<file path="src/rtl/ide_dec_pkg.sv">
// Shared types for the IDE channel port access decoder.
// Assumes nothing beyond the route encoding being private to this block.
package ide_dec_pkg;

    // Where a host access goes after legality checking.
    typedef enum logic [1:0] {
        ACC_DROP      = 2'd0,  // illegal: absorbed on write, float on read
        ACC_TF_BYTE   = 2'd1,  // single byte to a task-file register
        ACC_CTRL_BYTE = 2'd2,  // single byte to alternate-status/device-control
        ACC_DATA_PORT = 2'd3   // 16- or 32-bit data-port transfer
    } acc_route_e;

endpackage

</file>
<file path="src/rtl/ide_dec_classify.sv">
// Access classifier: decides from window, offset and size whether an access
// is legal and where it goes, and builds the byte-lane mask of its width.
// Assumes DATA_W is a multiple of 8 and OFF_W is larger than CTRL_OFF_W.
module ide_dec_classify
    import ide_dec_pkg::*;
#(
    parameter int DATA_W       = 32,
    parameter int OFF_W        = 3,
    parameter int CTRL_OFF_W   = 2,
    parameter int CTRL_REG_OFF = 2,
    parameter int SIZE_W       = 3
) (
    input  logic              ctrl_win,
    input  logic [OFF_W-1:0]  off,
    input  logic [SIZE_W-1:0] size,
    output acc_route_e        route,
    output logic              wide32,
    output logic [DATA_W-1:0] lane_mask
);
    localparam int LANES = DATA_W / 8;

    logic size_ok;
    logic ctrl_hit;

    // Purpose: flag the size codes the block understands.
    always_comb begin
        size_ok = (size == SIZE_W'(1)) || (size == SIZE_W'(2)) ||
                  ((size == SIZE_W'(4)) && (LANES >= 4));
    end

    // Purpose: locate the single legal byte inside the control window.
    always_comb begin
        ctrl_hit = (off[CTRL_OFF_W-1:0] == CTRL_OFF_W'(CTRL_REG_OFF)) &&
                   (off[OFF_W-1:CTRL_OFF_W] == '0);
    end

    // Purpose: choose the route of the access.
    always_comb begin
        route = ACC_DROP;
        if (ctrl_win) begin
            if ((size == SIZE_W'(1)) && ctrl_hit) begin
                route = ACC_CTRL_BYTE;
            end
        end else if (size == SIZE_W'(1)) begin
            route = ACC_TF_BYTE;
        end else if (size_ok && (off == '0)) begin
            route = ACC_DATA_PORT;
        end
    end

    // Purpose: qualify a data-port transfer as full 32 bits wide.
    always_comb begin
        wide32 = (size == SIZE_W'(4));
    end

    // One byte-lane enable per lane; an unknown size enables every lane.
    for (genvar b = 0; b < LANES; b++) begin : g_lane
        assign lane_mask[b*8 +: 8] = {8{!size_ok || (b < int'(size))}};
    end

endmodule

</file>
<file path="src/rtl/ide_dec_drive_side.sv">
// Drive-side request generator: forwards legal accesses with register select,
// width qualifier and data-port strobes, and runs the host handshake.
// Assumes drv_ready may depend on drv_req but not on host_ready.
module ide_dec_drive_side
    import ide_dec_pkg::*;
#(
    parameter int DATA_W       = 32,
    parameter int OFF_W        = 3,
    parameter int CTRL_REG_OFF = 2
) (
    input  logic              rst_n,
    input  logic              host_valid,
    input  logic              host_wr,
    input  logic [OFF_W-1:0]  host_off,
    input  logic [DATA_W-1:0] host_wdata,
    input  acc_route_e        route,
    input  logic              wide32,
    input  logic [DATA_W-1:0] lane_mask,
    input  logic              drv_ready,
    output logic              host_ready,
    output logic              accept,
    output logic              drv_req,
    output logic              drv_we,
    output logic              drv_sel_ctrl,
    output logic [OFF_W-1:0]  drv_reg_off,
    output logic              drv_data_port,
    output logic              drv_width32,
    output logic              drv_data_rd_stb,
    output logic              drv_data_wr_stb,
    output logic [DATA_W-1:0] drv_wdata
);
    logic forward;

    // Purpose: forwarded accesses wait for the drive; dropped ones never do.
    always_comb begin
        forward    = (route != ACC_DROP);
        drv_req    = rst_n && host_valid && forward;
        host_ready = rst_n && (forward ? drv_ready : 1'b1);
        accept     = host_valid && host_ready;
    end

    // Purpose: register select and width qualifiers toward the drive.
    always_comb begin
        drv_we        = host_wr;
        drv_sel_ctrl  = (route == ACC_CTRL_BYTE);
        drv_data_port = (route == ACC_DATA_PORT);
        drv_width32   = drv_data_port && wide32;
        drv_reg_off   = drv_sel_ctrl ? OFF_W'(CTRL_REG_OFF) : host_off;
    end

    // Purpose: one strobe per completed data-port transfer.
    always_comb begin
        drv_data_rd_stb = drv_req && drv_ready && drv_data_port && !host_wr;
        drv_data_wr_stb = drv_req && drv_ready && drv_data_port && host_wr;
    end

    // Purpose: clear write lanes beyond the access width.
    always_comb begin
        drv_wdata = host_wdata & lane_mask;
    end

endmodule

</file>
<file path="src/rtl/ide_dec_resp.sv">
// Read response register: captures drive read data, or the float pattern for
// dropped reads, in the cycle a read is accepted.
// Assumes drv_rdata is valid in the accepting cycle.
module ide_dec_resp
    import ide_dec_pkg::*;
#(
    parameter int DATA_W = 32
) (
    input  logic              clk,
    input  logic              rst_n,
    input  logic              accept,
    input  logic              host_wr,
    input  acc_route_e        route,
    input  logic [DATA_W-1:0] lane_mask,
    input  logic [DATA_W-1:0] drv_rdata,
    output logic              rsp_valid,
    output logic [DATA_W-1:0] rsp_data
);
    logic              take;
    logic [DATA_W-1:0] next_data;

    // Purpose: pick drive data or float ones, trimmed to the access width.
    always_comb begin
        take      = accept && !host_wr;
        next_data = (route == ACC_DROP) ? lane_mask : (drv_rdata & lane_mask);
    end

    // Purpose: present the read result one cycle after acceptance.
    always_ff @(posedge clk) begin
        if (!rst_n) begin
            rsp_valid <= 1'b0;
            rsp_data  <= '0;
        end else begin
            rsp_valid <= take;
            if (take) begin
                rsp_data <= next_data;
            end
        end
    end

endmodule

</file>
<file path="src/rtl/ide_port_decoder.sv">
// Top of the IDE channel port access decoder: classifies host accesses to the
// data/task-file and control windows, forwards legal ones to the drive
// registers and returns read data or a float pattern.
// Assumes one outstanding access at a time and DATA_W of at least 32.
module ide_port_decoder
    import ide_dec_pkg::*;
#(
    parameter int DATA_W       = 32,
    parameter int OFF_W        = 3,
    parameter int CTRL_OFF_W   = 2,
    parameter int CTRL_REG_OFF = 2,
    parameter int SIZE_W       = 3
) (
    input  logic              clk,
    input  logic              rst_n,
    input  logic              host_valid,
    output logic              host_ready,
    input  logic              host_ctrl_win,
    input  logic [OFF_W-1:0]  host_off,
    input  logic [SIZE_W-1:0] host_size,
    input  logic              host_wr,
    input  logic [DATA_W-1:0] host_wdata,
    output logic              host_rsp_valid,
    output logic [DATA_W-1:0] host_rsp_data,
    output logic              drv_req,
    input  logic              drv_ready,
    output logic              drv_we,
    output logic              drv_sel_ctrl,
    output logic [OFF_W-1:0]  drv_reg_off,
    output logic              drv_data_port,
    output logic              drv_width32,
    output logic              drv_data_rd_stb,
    output logic              drv_data_wr_stb,
    output logic [DATA_W-1:0] drv_wdata,
    input  logic [DATA_W-1:0] drv_rdata
);
    acc_route_e        route;
    logic              wide32;
    logic [DATA_W-1:0] lane_mask;
    logic              accept;

    ide_dec_classify #(
        .DATA_W      (DATA_W),
        .OFF_W       (OFF_W),
        .CTRL_OFF_W  (CTRL_OFF_W),
        .CTRL_REG_OFF(CTRL_REG_OFF),
        .SIZE_W      (SIZE_W)
    ) u_classify (
        .ctrl_win (host_ctrl_win),
        .off      (host_off),
        .size     (host_size),
        .route    (route),
        .wide32   (wide32),
        .lane_mask(lane_mask)
    );

    ide_dec_drive_side #(
        .DATA_W      (DATA_W),
        .OFF_W       (OFF_W),
        .CTRL_REG_OFF(CTRL_REG_OFF)
    ) u_drive (
        .rst_n          (rst_n),
        .host_valid     (host_valid),
        .host_wr        (host_wr),
        .host_off       (host_off),
        .host_wdata     (host_wdata),
        .route          (route),
        .wide32         (wide32),
        .lane_mask      (lane_mask),
        .drv_ready      (drv_ready),
        .host_ready     (host_ready),
        .accept         (accept),
        .drv_req        (drv_req),
        .drv_we         (drv_we),
        .drv_sel_ctrl   (drv_sel_ctrl),
        .drv_reg_off    (drv_reg_off),
        .drv_data_port  (drv_data_port),
        .drv_width32    (drv_width32),
        .drv_data_rd_stb(drv_data_rd_stb),
        .drv_data_wr_stb(drv_data_wr_stb),
        .drv_wdata      (drv_wdata)
    );

    ide_dec_resp #(
        .DATA_W(DATA_W)
    ) u_resp (
        .clk      (clk),
        .rst_n    (rst_n),
        .accept   (accept),
        .host_wr  (host_wr),
        .route    (route),
        .lane_mask(lane_mask),
        .drv_rdata(drv_rdata),
        .rsp_valid(host_rsp_valid),
        .rsp_data (host_rsp_data)
    );

endmodule

</file>
<file path="config.mk">
export PLATFORM = sky130hd
export DESIGN_NAME = ide_port_decoder
export DESIGN_NICKNAME = d
export VERILOG_FILES = /design/src/rtl/ide_dec_pkg.sv /design/src/rtl/ide_dec_classify.sv /design/src/rtl/ide_dec_drive_side.sv /design/src/rtl/ide_dec_resp.sv /design/src/rtl/ide_port_decoder.sv
export SDC_FILE = /design/constraint.sdc
export NUM_CORES = 1
export LEC_CHECK = 0
export ABC_AREA = 1
export ABC_CLOCK_PERIOD_IN_PS = 3350
export CAP_MARGIN = 15
export CELL_PAD_IN_SITES_DETAIL_PLACEMENT = 0
export CELL_PAD_IN_SITES_GLOBAL_PLACEMENT = 1
export CORE_UTILIZATION = 23
export DETAILED_ROUTE_END_ITERATION = 16
export PLACE_DENSITY_LB_ADDON = 0.25
export SETUP_SLACK_MARGIN = 0.5
export SYNTH_ARGS = -nofsm -noshare
export SYNTH_HDL_FRONTEND = slang
export SYNTH_SLANG_ARGS = --single-unit
</file>
<file path="constraint.sdc">
create_clock -name clk -period 3.35 [get_ports clk]
set_input_delay 0.5025 -clock clk [delete_from_list [all_inputs] [get_ports clk]]
set_output_delay 0.5025 -clock clk [all_outputs]
set_load 0.005 [all_outputs]
</file>
==> results.py, run 1 <==
metrics = {
    "outcome": {
        "status": "complete, no violations",
    },
    "clocking": {
        "cts_tree": "built",
        "cts_root_buffer": "clkbuf_8",
        "numCtsBuffers": 5,
        "clk_latency_ps": 280,
        "clockBufferDepth": 2,
        "clk_pin_slew_ps": 70,
        "cts_max_level": 2,
        "cts_hold_buf": 0,
        "cts_sinks": 33,
    },
    "timing": {
        "worst_pin_slew_ps": 370.0,
        "fin_crit_sh_pct": 80.95,
        "fmax_mhz": 368.8,
        "finalClockSkew_ps": 0,
        "tns_ps": 0,
        "report.final.setup_viol": 0,
        "final_hold_viol_count": 0,
        "rsz0062_at_grt": "false",
        "max_slew_margin_pct": 75.33,
        "worst_slack_ps": 638.1,
        "slew_violations": 0,
        "period_minus_slack_ps": 2712,
    },
    "critical_path": {
        "cp_common_cell": "clkdlybuf4s50_1",
        "cp_top_family": "buffers and inverters",
        "start_kind": "input port",
        "slowest_stage": "clkdlybuf4s50_1",
        "r2r-end": "u_resp.rsp_data[10]",
        "r2r_start": "u_resp.rsp_data[10]",
        "crit_fanout": 3,
        "slowest_delay_ps": 570,
        "crit_chain": "clkdlybuf4s50_1 -> or2_1 -> nor2_2 -> nand2_4 -> nor4_1 -> clkdlybuf4s50_1",
        "cp.arrival_ps": 2210,
        "cp.required_ps": 2850,
        "r2r_cells": 4,
        "crit_type": "input port to output port",
        "ff2ff_setup_slack_ps": 2690,
        "crit_buf_inv": 2,
        "cp-end-kind": "output port",
    },
    "detailed_routing": {
        "via_per_inst": 3.981,
        "final_antenna_net_count": 0,
        "routedWlPerCell_um": 10.48,
        "wl_um": 6024,
        "dr.pass1.iters": 4,
        "dr_total_vias": 2289,
        "drc": 0,
        "drtIter0Drc": 53,
    },
    "yosys": {
        "synth_area_um2": 2034,
        "syn_inst": 345,
        "syn_nets": 421,
        "ys.flop_type": "dfxtp_1",
        "synthArstFlopShare_pct": 0,
        "synth.area.top_cells": "dfxtp_1, nor2_1, nand2_1, inv_1, nand3b_1",
        "synth-seq-area-share_pct": 32.47,
        "synth_warnings": 0,
        "ys_types": 23,
        "ys_seq_elements": 33,
        "syn_area_per_cell_um2": 5.897,
        "synth-edff-count": 0,
        "synth_top_cell_by_area": "dfxtp_1",
        "synthTopCellsByCount": "nor2_1, nand2_1, inv_1",
        "yosysTopAreaCellShare_pct": 32.47,
        "yosysMostFrequentCell": "nor2_1",
    },
    "pwr": {
        "power_density_nw_per_um2": 286.3,
        "peakVddDrop_v": 0.0001311,
        "p_leak_nw": 1.717,
    },
    "hold_path": {
        "whs_path_depth": 2,
        "hold_end": "u_resp.rsp_data[27]",
        "hold_path_class": "register to register",
        "min_from": "u_resp.rsp_data[27]",
    },
    "placement": {
        "place_hpwl_um": 4446,
        "dp_worst_setup_slack_ps": 330.2,
        "port_buffers": 135,
        "gp_congestion": 0.7231,
    },
    "floorplanning": {
        "floorplan.initialDensity_pct": 24.27,
        "die_area_um2": 9226,
        "ios": 152,
        "rows": 33,
        "die_h_um": 96.05,
        "dieWidth_um": 96.05,
        "coreArea_um2": 8382,
    },
    "finish": {
        "multi_input_area_um2": 1067,
        "n_antenna_cell": 0,
        "fillCellCount": 908,
        "drive_gt1_share_pct": 8.936,
        "area_growth_pct": 76.26,
        "area.sequential_um2": 660.6,
        "nets": 545,
    },
    "grt": {
        "grt.total_usage_pct": 13.51,
        "grt_max_degree": 34,
        "grt_pass1_vias": 2148,
        "overflow": 0,
        "antenna_found_initial": 0,
        "grt_pass1_wl_um": 9556,
    },
    "job": {
        "cap_violations": 0,
    },
}
[what timing repair did]
action,4_1_cts,5_1_grt
pin swaps,1,3
buffers inserted,3,3
setup endpoints to repair,20,3
resized for setup,5,9
[through the flow]
stage	total power (W)	instance area [um2]	utilization, %	hold WS, ps	instances
3_5_place_dp	0.0007351	3407	40.65	471.3	561
4_1_cts	0.001049	3535	42.17	486.2	572
2_1_floorplan	0.0005542	2034	-	477.1	345
3_3_place_gp	0.0007350	3407	40.65	461.7	561
6_report	0.001027	3586	42.78	480.3	575
5_1_grt	0.001096	3586	42.78	509.4	575
[flip-flops by register name (all words and copies together), names as in the netlist]
name,cells
u_resp.rsp_valid,1
u_resp.rsp_data,32
[logic make-up (layout without fill, tap and decap cells)]
family	count (synthesis)	count (layout)	share of synthesized area, %
buf+inv	77	202	16.24
simple gates	235	235	51.29
flops	33	33	32.47
[worst register-to-register path, delay by kind of cell (launching register included)]
family,cells,cell delay [ps]
AND/OR/NAND/NOR,3,210
flip-flops,1,340
buffers and inverters,1,50
[cells in the final DEF, fill, tap and decap left out, drive strengths merged]
| master | netlist | layout |
|---|---|---|
| buf | 11 | 11 |
| clkbuf | 18 | 5 |
| clkdlybuf4s50 | 0 | 129 |
| clkinv | 0 | 2 |
| clkinvlp | 0 | 1 |
| dfxtp | 33 | 33 |
| dlygate4sd2 | 0 | 1 |
| dlymetal6s2s | 0 | 5 |
| inv | 48 | 48 |
| nand2 | 91 | 91 |
| nand3 | 3 | 3 |
| nand3b | 17 | 17 |
| nor2 | 113 | 113 |
| nor3 | 1 | 1 |
| nor4 | 1 | 1 |
| or2 | 9 | 9 |
[area by class of cell]
type | instances | share of cell area (%)
Multi-Input combinational cell | 235 | 29.76
Clock buffer | 5 | 1.919
Clock inverter | 3 | 0.4885
Tap cell | 105 | 3.664
Inverter | 48 | 5.094
Timing Repair Buffer | 146 | 40.65
Sequential cell | 33 | 18.42
[power breakdown]
group | internal, W | switching, W
combinational | 0.000190 | 0.000117
clock | 0.000143 | 0.000152
sequential | 0.000414 | 0.0000103
total | 0.000747 | 0.000280
[metal layers]
metal	vias to the layer above	wire [um]	share of wire [%]	GRT usage (%)
met5	-	0	0	0
met4	0	68	1.1	4.353
met3	6	553	9.2	4.739
met2	95	2834	47	23.52
met1	952	2568	43	15.30
li1	1236	-	-	-
[worst max-delay path by stage]
stage / startpoint / endpoint / slack [ps] / cells past startpoint
detailed placement: host_size[1] / drv_data_rd_stb / 330 / 11
global placement: host_size[1] / drv_data_wr_stb / 350 / 11
global route: host_off[2] / drv_req / 590 / 8
floorplan: host_off[0] / drv_data_rd_stb / 1290 / 9
finish: host_off[2] / drv_width32 / 640 / 6
CTS: host_size[2] / drv_data_wr_stb / 510 / 11
Power figures use the tool's default switching activity.
==> run 2: changes to the inputs <==
ABC_CLOCK_PERIOD_IN_PS = 2500   (was 3350)
CORE_UTILIZATION = 21   (was 23)
clock period = 2.5 ns   (was 3.35 ns; I/O delays follow)
==> run 2 against run 1 <==
Against the previous run: power increased by 39%; non-clock buffer count is 12 higher; combinational power grew 36%; largest cell class unchanged; global-route usage shrank 0.46 points; first-iteration DRC count is 53% lower; highest routed layer unchanged; register-to-register slack worse by 820 ps; die area grew 9.3%; routed wire length is 7.6% higher; critical path depth increased by 5; critical endpoint is now host_ready.
==> results.py, run 2 (synthesis results as in run 1) <==
metrics = {
    "timing": {
        "worst_pin_slew_ps": 350.5,
        "report.final.setup_viol": 0,
        "rsz0062_at_grt": "true",
        "holdWs_ps": 482.6,
        "slew_violations": 0,
        "finalClockSkew_ps": 0,
        "fmax_mhz": 512.8,
        "period_minus_slack_ps": 1950,
        "fin_crit_sh_pct": 78.01,
        "final_hold_viol_count": 0,
        "max_slew_margin_pct": 76.64,
        "tns_ps": 0,
    },
    "critical_path": {
        "cp_top_family": "buffers and inverters",
        "start_kind": "input port",
        "cp.arrival_ps": 1580,
        "crit_fanout": 3,
        "cp-end-kind": "output port",
        "crit_chain": "buf_2 -> nand3b_1 -> buf_4 -> nand3_4 -> nand2_4 -> nand2_4 -> buf_4 -> nand3_4 -> nand2_2 -> inv_1 -> dlygate4sd2_1",
        "slowest_delay_ps": 250,
        "crit_buf_inv": 5,
        "crit_type": "input port to output port",
        "cp.required_ps": 2120,
        "slowest_stage": "dlygate4sd2_1",
    },
    "clocking": {
        "cts_root_buffer": "clkbuf_8",
        "cts_hold_buf": 0,
        "cts_max_level": 2,
        "clk_pin_slew_ps": 70,
        "cts_sinks": 33,
        "cts_tree": "built",
        "clockBufferDepth": 2,
        "numCtsBuffers": 5,
        "clk_latency_ps": 270,
    },
    "finish": {
        "mostFrequentLayoutCells": "clkdlybuf4s50_1, nor2_1, nand2_1, inv_1, dfxtp_1",
        "reg.largest.list": "u_resp.rsp_data: 32 flops, u_resp.rsp_valid: 1 flops",
        "nets": 557,
        "area_growth_pct": 82.78,
        "n_antenna_cell": 0,
        "largest_reg_flops": 32,
        "final_common_cell": "clkdlybuf4s50_1",
        "drive_gt1_share_pct": 13.90,
        "instances_no_fill": 611,
        "finish.utilization_pct": 39.87,
        "top_register": "u_resp.rsp_data",
    },
    "grt": {
        "grt_pass1_vias": 2211,
        "grt.total_usage_pct": 13.05,
        "grt_pass1_wl_um": 10260,
        "overflow": 0,
        "antenna_found_initial": 0,
        "grt_max_degree": 34,
    },
    "floorplanning": {
        "rows": 35,
        "die_area_um2": 10090,
        "floorplan.initialDensity_pct": 21.81,
        "die_h_um": 100.4,
        "coreArea_um2": 9328,
        "ios": 152,
        "dieWidth_um": 100.4,
    },
    "detailed_routing": {
        "dr.pass1.iters": 4,
        "drtIter0Drc": 25,
        "via_per_inst": 3.840,
        "drc": 0,
        "final_antenna_net_count": 0,
        "routedWlPerCell_um": 10.61,
        "wl_um": 6481,
        "dr_total_vias": 2346,
    },
    "placement": {
        "place_hpwl_um": 4920,
        "dpl.cell_count": 597,
        "gp_congestion": 0.8078,
        "port_buffers": 135,
    },
    "pwr": {
        "power_density_nw_per_um2": 384.0,
        "p_leak_nw": 1.793,
        "peakVddDrop_v": 0.0002137,
    },
    "outcome": {
        "status": "complete, no violations",
    },
    "hold_path": {
        "hold_path_class": "register to register",
    },
    "job": {
        "cap_violations": 0,
    },
}
run 2: changes by cell type in the layout (fill, tap and decap cells not counted), sizes merged:
cell | previous run | this run
clkbuf | 5 | 8
clkdlybuf4s50 | 129 | 109
clkdlybuf4s15 | 0 | 1
dlymetal6s2s | 5 | 3
dlygate4sd2 | 1 | 13
buf | 11 | 31
clkinvlp | 1 | 0
clkinv | 2 | 1
run 2: path summary, 6_finish.rpt:
kind / from / end / slack (ps) / depth (start not counted)
worst max-delay path: host_size[0] / host_ready / 550 / 11
worst min-delay path: u_resp.rsp_data[28] / u_resp.rsp_data[28] / 480 / 2
worst max register to register: u_resp.rsp_data[19] / u_resp.rsp_data[19] / 1870 / 4
worst min register to register: u_resp.rsp_data[28] / u_resp.rsp_data[28] / 480 / 2
run 2: final cells by class:
class / instances / area, um2
clock inverter: 1 / 5.005
clock buffer: 7 / 96.34
tap: 129 / 161.4
timing repair buffer: 158 / 1513
fill: 1028 / 5609
sequential: 33 / 660.6
inverter: 48 / 182.7
multi-input combinational: 235 / 1100
run 2: worst register-to-register path, stage by stage (launching register included):
cell and delay [ps]:
dfxtp_1 340, inv_1 40, nand2_1 50, nand2_1 40
nor2_1 100
run 2: stage by stage:
step / total power (W) / instance area, um2 / worst slack (ps)
finish: 0.001428 / 3719 / 549.9
global placement: 0.001002 / 3552 / -125.7
global route: 0.001531 / 3719 / 451.2
CTS: 0.001466 / 3719 / 478.0
detailed placement: 0.001003 / 3552 / -166.7
floorplan: 0.0007426 / 2034 / 694.5
run 2: routing by layer:
layer	vias to the layer above	GRT usage, %	wire [um]	share of wire, %
li1	1256	-	-	-
met1	990	14.47	2700	42
met2	88	23.29	3176	49
met3	12	4.109	503	7.8
met4	0	4.794	101	1.6
met5	-	0	0	0
run 2: power breakdown:
group / internal (W) / total, W / switching, W / leakage (nW)
sequential: 0.000555 / 0.000568 / 0.0000135 / 0.270
combinational: 0.000252 / 0.000416 / 0.000164 / 1.47
clock: 0.000249 / 0.000444 / 0.000195 / 0.0542
total: 0.00106 / 0.00143 / 0.000373 / 1.79
run 2: repair_timing:
item                                    4_1_cts  5_1_grt
resized for setup                            59        9
endpoints found under the setup margin       61       21
pin swaps                                     8        7
buffers inserted                              6        0
==> run 3: changes to the inputs <==
ABC_CLOCK_PERIOD_IN_PS = 1800   (was 2500)
clock period = 1.8 ns   (was 2.5 ns; I/O delays follow)
==> run 3 against run 2 <==
Against the previous run: routed wire length is 9.5% higher; combinational power is 49% higher; hold slack lost 12 ps; cell area grew 5.9%; sequential cell count unchanged; largest power group unchanged.
==> results.py, run 3 (synthesis results as in run 1) <==
metrics = {
    "finish": {
        "reg.largest.list": "u_resp.rsp_data: 32 flops, u_resp.rsp_valid: 1 flops",
        "instances_no_fill": 636,
        "area_growth_pct": 93.48,
        "area.sequential_um2": 671.9,
        "n_antenna_cell": 0,
        "largest_reg_flops": 32,
        "fillCellCount": 1008,
        "finish.utilization_pct": 42.20,
        "postLayoutCellArea_um2": 3936,
        "multi_input_area_um2": 1122,
        "nets": 582,
        "drive_gt1_share_pct": 25.44,
        "top_register": "u_resp.rsp_data",
        "final_common_cell": "nor2_1",
        "mostFrequentLayoutCells": "nor2_1, nand2_1, clkdlybuf4s50_1, inv_1, dlygate4sd2_1",
    },
    "hold_path": {
        "hold_end": "u_resp.rsp_data[8]",
        "hold_path_class": "register to register",
        "min_from": "u_resp.rsp_data[8]",
        "whs_path_depth": 2,
    },
    "placement": {
        "dpl.cell_count": 600,
        "gp_congestion": 0.7184,
        "place_hpwl_um": 4767,
        "dp_worst_setup_slack_ps": -657.8,
        "post_dp_cell_area_um2": 3600,
        "port_buffers": 135,
    },
    "critical_path": {
        "cp-end-kind": "output port",
        "start_kind": "input port",
        "slowest_stage": "or2_4",
        "crit_type": "input port to output port",
        "r2r_cells": 4,
        "cp_common_cell": "nand2_4",
        "crit_chain": "buf_6 -> or2_4 -> nor2_4 -> nand2_4 -> nand2_4 -> nand2_4 -> nor2_4 -> nand3_2 -> buf_6 -> nor2_2 -> buf_2",
        "ff2ff_setup_slack_ps": 1140,
        "cp.required_ps": 1530,
        "r2r_start": "u_resp.rsp_data[14]",
        "slowest_delay_ps": 260,
        "crit_fanout": 3,
        "r2r-end": "u_resp.rsp_data[14]",
        "cp.arrival_ps": 1440,
    },
    "clocking": {
        "clk_pin_slew_ps": 70,
        "cts_max_level": 2,
        "numCtsBuffers": 5,
        "clockBufferDepth": 2,
        "cts_sinks": 33,
        "clk_latency_ps": 280,
        "cts_root_buffer": "clkbuf_8",
        "cts_tree": "built",
        "cts_hold_buf": 0,
    },
    "pwr": {
        "p_leak_nw": 2.079,
        "p_int_w": 0.001590,
        "power_density_nw_per_um2": 545.8,
        "peakVddDrop_v": 0.0002745,
        "clkPwrFrac_pct": 34.4,
        "p_switching_w": 0.0005585,
        "p_sw_share_pct": 26.00,
        "power_frac_seq_pct": 36.8,
        "combPwrFrac_pct": 28.8,
    },
    "timing": {
        "finalClockSkew_ps": 0,
        "report.final.setup_viol": 0,
        "period_minus_slack_ps": 1710,
        "fmax_mhz": 584.7,
        "slew_violations": 0,
        "worst_pin_slew_ps": 357.1,
        "final_hold_viol_count": 0,
        "max_slew_margin_pct": 76.19,
        "fin_crit_sh_pct": 95.01,
        "holdWs_ps": 470.3,
        "rsz0062_at_grt": "true",
        "worst_slack_ps": 89.85,
    },
    "detailed_routing": {
        "dr.pass1.iters": 6,
        "via_per_inst": 3.920,
        "drtIter0Drc": 28,
        "final_antenna_net_count": 0,
        "drc": 0,
        "dr_total_vias": 2493,
        "routedWlPerCell_um": 11.15,
        "wl_um": 7094,
    },
    "job": {
        "cap_violations": 0,
    },
    "grt": {
        "grt_pass1_wl_um": 11490,
        "grt_pass1_vias": 2429,
        "grt.total_usage_pct": 14.49,
        "grt_max_degree": 34,
        "antenna_found_initial": 0,
        "overflow": 0,
    },
    "floorplanning": {
        "die_h_um": 100.4,
        "die_area_um2": 10090,
        "floorplan.initialDensity_pct": 21.81,
        "rows": 35,
        "dieWidth_um": 100.4,
        "ios": 152,
        "coreArea_um2": 9328,
    },
    "outcome": {
        "status": "complete, no violations",
    },
}
==> run 3: cell type report <==
type	instances	share of cell area, %
clock inverters	1	0.7629
repair buffers	182	42.24
well taps	129	4.100
clock buffers	7	2.193
repair inverters	1	0.1907
multi-input cells	235	28.51
flip-flops and latches	33	17.07
inverters	48	4.927
==> run 3: through the flow <==
step	power (W)	TNS, ps
after floorplan	0.001036	0
after global placement	0.001400	-21490
after detailed placement	0.001402	-22160
after CTS	0.002174	0
after global routing	0.002296	0
final	0.002148	0
==> run 3: worst max-delay path, delay by kind of cell <==
kind | cells | cell delay [ps]
buf+inv | 3 | 340
simple gates | 8 | 830
==> run 3: layer usage <==
metal | routed length, um | GRT usage, %
met4 | 57 | 4.125
met3 | 498 | 4.387
met1 | 3097 | 16.90
met5 | 0 | 0
met2 | 3441 | 25.50
==> run 3: power by group through the flow <==
| stage | Sequential [W] | Combinational, W | Clock, W |
|---|---|---|---|
| global route | 0.000795 | 0.000686 | 0.000814 |
| floorplan | 0.000809 | 0.000227 | 0 |
| global placement | 0.000805 | 0.000595 | 0 |
| finish | 0.000790 | 0.000618 | 0.000740 |
| CTS | 0.000791 | 0.000608 | 0.000776 |
| detailed placement | 0.000807 | 0.000595 | 0 |
==> run 3: how the worst max path moves through the flow <==
stage                       startpoint  cells past startpoint         endpoint
after floorplan            host_off[0]                      9  drv_data_wr_stb
after global placement     host_off[0]                      8  drv_data_wr_stb
after detailed placement   host_off[0]                      8  drv_data_wr_stb
after CTS                  host_off[2]                     11  drv_data_wr_stb
after global routing      host_size[0]                     12  drv_data_wr_stb
final                      host_off[2]                     11  drv_data_wr_stb
==> run 3: timing repair <==
action,4_1_cts,5_1_grt
endpoints found under the setup margin,101,64
pin swaps,13,5
cloned,2,0
buffers inserted,20,6
gates resized for setup,203,19
